<file path="src/rtl/rdc_pkg.sv">
package rdc_pkg;
  // One-hot set of actions the control logic requests from the datapath
  typedef struct packed {
    logic clear;   // wake-clear of the count
    logic load;    // level load of the period
    logic reload;  // reload at zero while running
    logic dec;     // decrement while running
    logic write;   // bus write of the count while stopped
  } cntStrobe_t;
endpackage

</file>
<file path="src/rtl/rdc_ctrl.sv">
module rdc_ctrl
  import rdc_pkg::*;
#(
  parameter bit USE_LOAD   = 1'b1,
  parameter bit USE_ENABLE = 1'b1
) (
  input  logic       altMode,
  input  logic       startBit,
  input  logic       hwEnable,
  input  logic       hwLoad,
  input  logic       wakeClr,
  input  logic       wrCount,
  input  logic       countIsZero,
  output cntStrobe_t strobe
);
  logic enIn;
  logic ldIn;
  logic running;
  logic ldEff;

  generate
    if (USE_ENABLE) begin : g_en
      assign enIn = hwEnable;
    end else begin : g_noen
      assign enIn = 1'b1;
    end
    if (USE_LOAD) begin : g_ld
      assign ldIn = hwLoad;
    end else begin : g_nold
      assign ldIn = 1'b0;
    end
  endgenerate

  assign running = startBit & enIn;
  assign ldEff   = ldIn & (altMode | enIn);

  always_comb begin
    strobe        = '0;
    strobe.clear  = wakeClr;
    strobe.load   = !wakeClr && ldEff;
    strobe.reload = !wakeClr && !ldEff && running && countIsZero;
    strobe.dec    = !wakeClr && !ldEff && running && !countIsZero;
    strobe.write  = !wakeClr && !ldEff && !running && wrCount;
  end
endmodule

</file>
<file path="src/rtl/rdc_datapath.sv">
module rdc_datapath
  import rdc_pkg::*;
#(
  parameter int W = 7
) (
  input  logic         clk,
  input  logic         rstN,
  input  cntStrobe_t   strobe,
  input  logic         wrPeriod,
  input  logic [W-1:0] wrData,
  output logic [W-1:0] count,
  output logic [W-1:0] period,
  output logic         countIsZero,
  output logic         tcReg
);
  localparam logic [W-1:0] ONE = {{(W-1){1'b0}}, 1'b1};

  assign countIsZero = (count == '0);

  always_ff @(posedge clk or negedge rstN) begin
    if (!rstN) begin
      count  <= '0;
      period <= '0;
      tcReg  <= 1'b0;
    end else begin
      tcReg <= countIsZero;
      if (wrPeriod) period <= wrData;
      if (strobe.clear)                     count <= '0;
      else if (strobe.load || strobe.reload) count <= period;
      else if (strobe.dec)                   count <= count - ONE;
      else if (strobe.write)                 count <= wrData;
    end
  end
endmodule

</file>
<file path="src/rtl/reload_downcounter.sv">
module reload_downcounter
  import rdc_pkg::*;
#(
  parameter int W          = 7,
  parameter bit USE_LOAD   = 1'b1,
  parameter bit USE_ENABLE = 1'b1
) (
  input  logic         clk,
  input  logic         rstN,
  input  logic         altMode,
  input  logic         startBit,
  input  logic         hwEnable,
  input  logic         hwLoad,
  input  logic         wakeClr,
  input  logic         wrCount,
  input  logic         wrPeriod,
  input  logic [W-1:0] wrData,
  output logic [W:0]   sigOut,
  output logic [W-1:0] periodRd
);
  cntStrobe_t   strobe;
  logic         countIsZero;
  logic         tcReg;
  logic [W-1:0] count;

  rdc_ctrl #(.USE_LOAD(USE_LOAD), .USE_ENABLE(USE_ENABLE)) u_ctrl (
    .altMode(altMode), .startBit(startBit), .hwEnable(hwEnable),
    .hwLoad(hwLoad), .wakeClr(wakeClr), .wrCount(wrCount),
    .countIsZero(countIsZero), .strobe(strobe)
  );

  rdc_datapath #(.W(W)) u_dp (
    .clk(clk), .rstN(rstN), .strobe(strobe), .wrPeriod(wrPeriod),
    .wrData(wrData), .count(count), .period(periodRd),
    .countIsZero(countIsZero), .tcReg(tcReg)
  );

  assign sigOut = {(altMode ? countIsZero : tcReg), count};
endmodule

</file>
<file path="config.mk">
export PLATFORM = sky130hd
export DESIGN_NAME = reload_downcounter
export DESIGN_NICKNAME = d
export VERILOG_FILES = /design/src/rtl/rdc_pkg.sv /design/src/rtl/rdc_ctrl.sv /design/src/rtl/rdc_datapath.sv /design/src/rtl/reload_downcounter.sv
export SDC_FILE = /design/constraint.sdc
export NUM_CORES = 1
export LEC_CHECK = 0
export ABC_AREA = 1
export BUFFER_PORTS_ARGS = -buffer_cell sky130_fd_sc_hd__buf_2
export CAP_MARGIN = 10
export CORE_UTILIZATION = 50
export DETAILED_ROUTE_END_ITERATION = 10
export GPL_ROUTABILITY_DRIVEN = 0
export PLACE_DENSITY = 0.8
export SKIP_CTS_REPAIR_TIMING = 1
export SLEW_MARGIN = 20
export SYNTH_ARGS = -nofsm -noshare
export SYNTH_HDL_FRONTEND = slang
export SYNTH_HIERARCHICAL = 1
export SYNTH_SLANG_ARGS = --single-unit
</file>
<file path="constraint.sdc">
create_clock -name clk -period 4.9 [get_ports clk]
set_input_delay 0.49 -clock clk [delete_from_list [all_inputs] [get_ports clk]]
set_output_delay 0.49 -clock clk [all_outputs]
set_load 0.02 [all_outputs]
</file>
Word-level counts from Yosys, hierarchy flattened
Cells that the tools add are included.
Widths: inputs -> output; s select.
{"block": "classes", "n_bitwise": 3, "muxes": 5, "n_reduce_logical": 14, "addsub": 1}
{"op": "$mux 7", "n": 4}
{"op": "$logic_and 1x1->1", "n": 7}
{"op": "$logic_not 7->1", "n": 1}
{"op": "$sub 7x1->7 const B", "n": 1}
{"op": "$logic_not 1->1", "n": 4}
{"op": "$reduce_bool 4->1", "n": 1}
{"op": "$and 1x1->1", "n": 2}
{"op": "$logic_or 1x1->1", "n": 1}
{"op": "$mux 1", "n": 1}
{"op": "$or 1x1->1", "n": 1}
{"block": "word_totals", "wordCells": 26, "output_inout_bits": 15, "inputBits": 16, "ff_bits": 15}

Depth between registers and ports, before layout
Gate-level depths: netlist (run 1).
{"block": "logic_depth", "ltp_word": 10, "depth_mapped": 12, "mapped_depth_nobuf": 12}

Cells and area by module
The synthesis (run 1) kept the hierarchy.
{"mod": "rdc_datapath", "cells_per_inst": 112, "area_per_inst_um2": 835.8, "seq_area_each_um2": 375.4, "n_inst": 1}
{"mod": "rdc_ctrl", "cells_per_inst": 13, "area_per_inst_um2": 60.1, "seq_area_each_um2": 0.0, "n_inst": 1}
{"mod": "reload_downcounter", "cells_per_inst": 4, "area_per_inst_um2": 15.0, "seq_area_each_um2": 0.0, "n_inst": 1}

Least setup slack after synthesis (run 1)
Ideal clock, no wire load.
{"block": "synth_timing", "path_type": "register to register", "start": "register u_dp.count[0]", "end": "register u_dp.count[5]", "path_slack_ns": 2.967, "setup_ns": 0.065, "arrival_ns": 1.868, "synth_period_minus_slack_ns": 1.933, "required_ns": 4.835, "path_stages_with_launch": 12, "n_path_buf": 0, "path_cell_list": "dfrtp_1 -> inv_1 -> ha_1 -> nand3_1 -> nor2_1 -> nor2_1 -> inv_2 -> nand4_4 -> nand2_4 -> a21oi_1 -> nand2_1 -> nand2_1"}
{"element": "start, declared", "line": "rdc_datapath.sv:11", "text": "output logic [W-1:0] count,"}
{"element": "start signal, assigned", "line": "rdc_datapath.sv:29", "text": "else if (strobe.load || strobe.reload) count <= period;"}
{"element": "start signal, assigned", "line": "rdc_datapath.sv:30", "text": "else if (strobe.dec) count <= count - ONE;"}
{"element": "start signal, assigned", "line": "rdc_datapath.sv:31", "text": "else if (strobe.write) count <= wrData;"}

Final worst setup path (run 1)
{"block": "layout_timing", "start": "register u_dp.count[0]", "end": "output sigOut[7]"}
{"block": "layout_via", "elab_chain_len": 2}
{"element": "$logic_not 7->1", "line": "rdc_datapath.sv:18", "text": "assign countIsZero = (count == '0);"}
{"element": "via countIsZero", "line": "reload_downcounter.sv:22", "text": "logic countIsZero;"}
{"element": "$mux 1", "line": "reload_downcounter.sv:38", "text": "assign sigOut = {(altMode ? countIsZero : tcReg), count};"}
{"element": "end, declared", "line": "reload_downcounter.sv:18", "text": "output logic [W:0] sigOut,"}
The timed path passes the listed nets, and every way through them passes these cells.

==> impl_metrics.csv, run 1 <==
group,metric,value,unit
run_status,status,"complete, no violations",
logic_synthesis,synthFlopType,"dfrtp_1",
sta,hold_viol_final,0,
critical_path,path_buf_inv,2,
floorplan,rows,15,
critical_path,critical_path_required,4.41,ns
routing,first_pass_iters,4,
routing,antenna_left,0,
sta,worst_slew_pin_slew,0.523,ns
cts,clk_latency,0.28,ns
cts,clk_pin_slew_worst_paths,0.09,ns
cts,cts_tree,"yes",
job,drv_cap,0,
critical_path,crit_arrival,1.81,ns
critical_path,r2r_slack,2.66,ns
floorplan,pin_count,31,
placement,hpwl,1.78,mm
power_and_ir_drop,sw_frac_of_total,37.6,%
grt,grt_pass1_vias,832,
logic_synthesis,syn-cell-area,911,µm²
final_layout,syn_to_final_growth,21.6,%
sta,fin_hold_ws,0.0972,ns
grt,grt_max_degree,16,
critical_path,cp-start-kind,"register",
sta,setup_violations,0,
logic_synthesis,async_flop_share,100,%
sta,skew,0.00537,ns
logic_synthesis,synth_nets,146,
final_layout,multi_input_area,442,µm²
power_and_ir_drop,ir_drop,0.000154,V
power_and_ir_drop,p_leak,0.613,nW
floorplan,die-area,2000,µm²
logic_synthesis,syn_avg_cell_area,7.06,µm²
cts,cts_htree_levels,1,
logic_synthesis,yosysTopAreaCellShare,41.2,%
routing,vias,978,
cts,cts_root_buffer,"clkbuf_4",
power_and_ir_drop,pwr-share-comb,33.5,%
logic_synthesis,ys_types,19,
critical_path,crit_path_top_delay_cell,"dfrtp_1",
power_and_ir_drop,internal_power,0.206,mW
sta,slew_viol_final,0,
floorplan,core,1710,µm²
logic_synthesis,post-synth-top-count-cell,"nand2_1",
final_layout,fillers,160,
grt,grt-ovfl-total,0,
logic_synthesis,synth_area_leader_cell,"dfrtp_1",
power_and_ir_drop,power_frac_clock,21.1,%
logic_synthesis,ys_seq_elements,15,
grt,grtUsageTotal,25.9,%
logic_synthesis,synth.yosys.seq_area_share,41.2,%
final_layout,drive_gt1_share,24.8,%
logic_synthesis,synthTopCellsByCount,"36 x nand2_1, 19 x inv_1, 15 x dfrtp_1, 12 x nor2_1",
floorplan,start_util,53.3,%
sta,rsz0062_at_grt,"false",
critical_path,crit_fanout,7,
grt,grt_pass1_wl,3.71,mm
critical_path,cp_cell_sequence,"inv_1, ha_1, nand3_1, nor2_1, nand2_1, nand2_1, buf_2",
final_layout,fin_nets,179,
power_and_ir_drop,netSwitchingPower,0.124,mW
cts,cts_made_buffers,3,
min_path,hold_path.class,"primary input to asynchronous set/reset pin",
final_layout,register_area,375,µm²
cts,cts_sinks,15,
power_and_ir_drop,design_power_total,0.330,mW
logic_synthesis,syn_inst,129,
power_and_ir_drop,power.density,298,nW/µm²
final_layout,diodes,0,
sta,setup-tns-final,0,ns
routing,via_per_inst,5.26,
floorplan,die_h,44.7,µm
logic_synthesis,synthTopCellsByArea,"dfrtp_1 41%, nand2_1 15%, inv_1 7.8%",
sta,period_share,46.9,%
routing,post_drt_wl_per_cell,12.7,µm
routing,wl,2.36,mm
cts,clk_path_buf_depth,2,
power_and_ir_drop,power_frac_seq,45.4,%
grt,antenna_found_initial,0,
final_layout,fin_util,64.8,%
placement,port_buffers,30,
logic_synthesis,synth-edff-count,0,
critical_path,critPathCaptureType,"output port",
critical_path,setup.worst_path.class,"register to output port",
critical_path,crit_path_frequent_cell,"nand2_1",
sta,fmax,436,MHz
routing,drc,0,
floorplan,die_w,44.7,µm
routing,first_iter_violations,63,
sta,relSlewSlack,65.0,%
sta,fin_crit,2.30,ns
logic_synthesis,yosys_warnings,6,
critical_path,crit_family,"simple AND/OR/NAND/NOR gates",
critical_path,critPathMaxStageDelay,0.38,ns
## power groups by stage
stage	logic, mW	registers, mW	clock network [mW]
2_1_floorplan	0.0559	0.165	0
3_3_place_gp	0.104	0.151	0
3_5_place_dp	0.108	0.152	0
4_1_cts	0.109	0.150	0.0734
5_1_grt	0.121	0.152	0.0783
6_report	0.111	0.150	0.0696
## state kept, by name (all words and copies together), names as in the netlist
name / flops
u_dp/tcReg: 1
u_dp/count: 7
u_dp/period: 7
## stage by stage
| step | instance area [µm²] | setup slack, ns | cells |
|---|---|---|---|
| 3_5_place_dp | 1080 | 2.76 | 182 |
| 5_1_grt | 1110 | 2.45 | 186 |
| 4_1_cts | 1110 | 2.61 | 186 |
| 6_report | 1110 | 2.60 | 186 |
| 2_1_floorplan | 911 | 2.97 | 129 |
| 3_3_place_gp | 1080 | 2.94 | 182 |
## kinds of logic (layout without fill, tap and decap cells)
group                      after synthesis  count (layout)  share of synthesized area (%)
and+or+nand+nor                         61              61                           30.5
AOI/OAI and AO/OA                       27              27                           15.7
DFF                                     15              15                           41.2
buffers and inverters                   24              56                           10.3
adders and majority gates                1               1                           1.37
xor gates and xnor gates                 1               1                          0.962
## worst paths after layout
path / start / depth (start not counted) / end
worst min-delay path: rstN / 1 / u_dp/period[3]$_DFFE_PN0P_
worst max-delay path: u_dp/count[0]$_DFFE_PN0P_ / 7 / sigOut[7]
max in group asynchronous: rstN / 1 / u_dp/tcReg$_DFF_PN0_
worst max register to register: u_dp/count[0]$_DFFE_PN0P_ / 11 / u_dp/count[0]$_DFFE_PN0P_
min in group clk: wrData[2] / 3 / u_dp/period[2]$_DFFE_PN0P_
worst min register to register: u_dp/period[5]$_DFFE_PN0P_ / 2 / u_dp/period[5]$_DFFE_PN0P_
## placed cells by master, fill, tap and decap left out
cell,synthesis,routed
nand2_1,36,36
clkbuf_1,1,1
inv_2,3,3
a21oi_1,11,11
nand4_4,1,1
o21ai_1,1,1
o22ai_1,3,3
o21ai_2,1,1
o21ai_0,11,11
dfrtp_1,15,15
buf_2,0,30
clkbuf_4,0,3
nor2_4,1,1
nor2_1,12,12
nand3_1,7,7
ha_1,1,1
nand4_1,3,3
xnor2_1,1,1
inv_1,19,19
nand2_4,1,1
## cell type report
cell class                 instances  share of cell area [%]
multi-input combinational         90                    39.9
sequential                        15                    33.9
timing repair buffer              30                    13.6
inverter                          22                    7.46
tap                               25                    2.82
clock buffer                       4                    2.37
## routing by layer
metal	part of all wire, %	routed length, µm	global-route usage [%]	vias up
li1	-	-	-	473
met1	42	980	33.2	440
met2	50	1180	44.4	55
met3	6.0	141	3.67	10
met4	2.5	59	9.09	0
met5	0	0	0	-
No activity file was read; power rests on OpenSTA's default activity.
==> run 2, diff against run 1 <==
Settings changed: CORE_UTILIZATION 50 to 48, PLACE_DENSITY 0.8 to 0.77.
Clock period 4.9 ns to 2.15 ns, I/O delays scaled along.
==> run 2 against run 1 <==
Effect of this change: via count decreased by 2.8%; sequential power increased by 130%; count of clock-buffer cells in the layout unchanged; setup slack got worse by 2.4 ns; clock power increased by 130%; critical path depth increased by 4; register-to-register slack got worse by 2.5 ns; sequential share of layout area decreased by 0.75 points; global-route usage decreased by 3.3 points; total power increased by 130%; critical endpoint is now u_dp/count[0]$_DFFE_PN0P_; largest cell class unchanged; largest power group unchanged; highest routed layer unchanged.
==> impl_metrics.csv, run 2 (synthesized netlist as in run 1, its figures left out) <==
group,metric,value,unit
cts,clk_path_buf_depth,2,
power_and_ir_drop,pwr-share-comb,33.4,%
final_layout,fin_util,64.9,%
cts,clk_pin_slew_worst_paths,0.10,ns
critical_path,path_buf_inv,3,
routing,via_per_inst,5.03,
routing,first_iter_violations,12,
critical_path,critPathCaptureType,"register",
placement,placed_cells,184,
critical_path,critical_path_required,2.29,ns
final_layout,drive_gt1_share,25.6,%
final_layout,final_common_cell,"nand2_1",
floorplan,die_h,45.6,µm
sta,relSlewSlack,76.2,%
sta,fmax,509,MHz
cts,cts_tree,"yes",
power_and_ir_drop,power_frac_clock,21.7,%
grt,grt_max_degree,16,
cts,cts_made_buffers,3,
cts,clk_latency,0.28,ns
floorplan,pin_count,31,
floorplan,die-area,2080,µm²
min_path,hold_path.class,"primary input to register",
sta,fin_hold_ws,0.156,ns
sta,period_share,91.4,%
final_layout,fin_nets,182,
routing,vias,951,
grt,grt_pass1_wl,3.39,mm
grt,grt_pass1_vias,853,
final_layout,diodes,0,
sta,setup-tns-final,0,ns
sta,setup_violations,0,
sta,fin_crit,1.96,ns
final_layout,final_cells,189,
final_layout,reg.largest.list,"u_dp/count x7, u_dp/period x7, u_dp/tcReg x1",
final_layout,fillers,179,
routing,first_pass_iters,4,
power_and_ir_drop,power.density,664,nW/µm²
sta,rsz0062_at_grt,"false",
sta,skew,0.00982,ns
routing,post_drt_wl_per_cell,11.0,µm
floorplan,start_util,52.2,%
final_layout,syn_to_final_growth,24.3,%
final_layout,final_cell_mix,"36 x nand2_1, 30 x buf_2, 19 x inv_1, 15 x dfrtp_1, 12 x nor2_1",
routing,drc,0,
run_status,status,"complete, no violations",
power_and_ir_drop,power_frac_seq,45.0,%
critical_path,crit_arrival,2.11,ns
routing,wl,2.09,mm
sta,worst_slew_pin_slew,0.357,ns
cts,cts_sinks,15,
critical_path,setup.worst_path.class,"register to register",
critical_path,crit_fanout,9,
critical_path,cp-start-kind,"register",
grt,grt-ovfl-total,0,
cts,cts_root_buffer,"clkbuf_4",
placement,port_buffers,30,
power_and_ir_drop,ir_drop,0.000427,V
sta,hold_viol_final,0,
critical_path,crit_path_top_delay_cell,"dfrtp_1",
placement,place_area,1100,µm²
power_and_ir_drop,internal_power,0.474,mW
routing,antenna_left,0,
grt,grtUsageTotal,22.6,%
cts,cts_htree_levels,1,
floorplan,core,1750,µm²
power_and_ir_drop,sw_frac_of_total,37.0,%
critical_path,critPathMaxStageDelay,0.40,ns
floorplan,rows,15,
final_layout,fin_area,1130,µm²
power_and_ir_drop,netSwitchingPower,0.278,mW
power_and_ir_drop,p_leak,0.627,nW
placement,hpwl,1.65,mm
grt,antenna_found_initial,0,
floorplan,die_w,45.6,µm
job,drv_cap,0,
sta,slew_viol_final,0,
critical_path,crit_family,"simple AND/OR/NAND/NOR gates",
critical_path,cp_cell_sequence,"inv_1, ha_1, nand3_1, nor2_1, nor2_1, inv_2, nand4_4, nand2_4, inv_2, nand2_1, o21ai_0",
[run 2: power groups by stage]
stage,Combinational [mW],Clock [mW],Sequential [mW]
2_1_floorplan,0.127,0,0.377
3_3_place_gp,0.244,0,0.343
3_5_place_dp,0.248,0,0.344
4_1_cts,0.249,0.169,0.338
5_1_grt,0.279,0.178,0.342
6_report,0.251,0.163,0.338
[run 2: through the flow]
stage / power, mW / setup slack, ns
after CTS: 0.756 / 0.207
after detailed placement: 0.591 / 0.232
after floorplan: 0.504 / 0.217
final: 0.751 / 0.186
after global placement: 0.587 / 0.306
after global routing: 0.800 / 0.0524
[run 2: tightest hold or removal path, stage by stage]
cell and delay [ns]:
buf_2 0.09, nand2_1 0.04, o21ai_0 0.06
[run 2: final cells by class]
type	instances	area, µm²	area share (%)
clock buffer	4	26.3	2.32
inverter	22	82.6	7.29
multi-input combinational	90	442	39.0
sequential	15	375	33.1
tap	25	31.3	2.76
timing repair buffer	33	175	15.5
[run 2: final timing paths]
kind                                            start                         end  slack (ns)  cells after the start
setup reg to reg            u_dp/count[1]$_DFFE_PN0P_   u_dp/count[0]$_DFFE_PN0P_        0.19                     11
hold reg to reg            u_dp/period[4]$_DFFE_PN0P_  u_dp/period[4]$_DFFE_PN0P_        0.55                      2
hold / removal                              wrData[5]  u_dp/period[5]$_DFFE_PN0P_        0.16                      3
setup / recovery            u_dp/count[1]$_DFFE_PN0P_   u_dp/count[0]$_DFFE_PN0P_        0.19                     11
max in group asynchronous                        rstN  u_dp/period[6]$_DFFE_PN0P_        1.53                      2
min in group asynchronous                        rstN   u_dp/count[3]$_DFFE_PN0P_        0.35                      2
[run 2: per-layer routing]
layer	part of all wire, %	wire, µm	GRT usage (%)
met1	44	925	26.7
met2	48	1010	39.1
met3	4.5	93	3.57
met4	2.9	61	11.5
met5	0	0	0
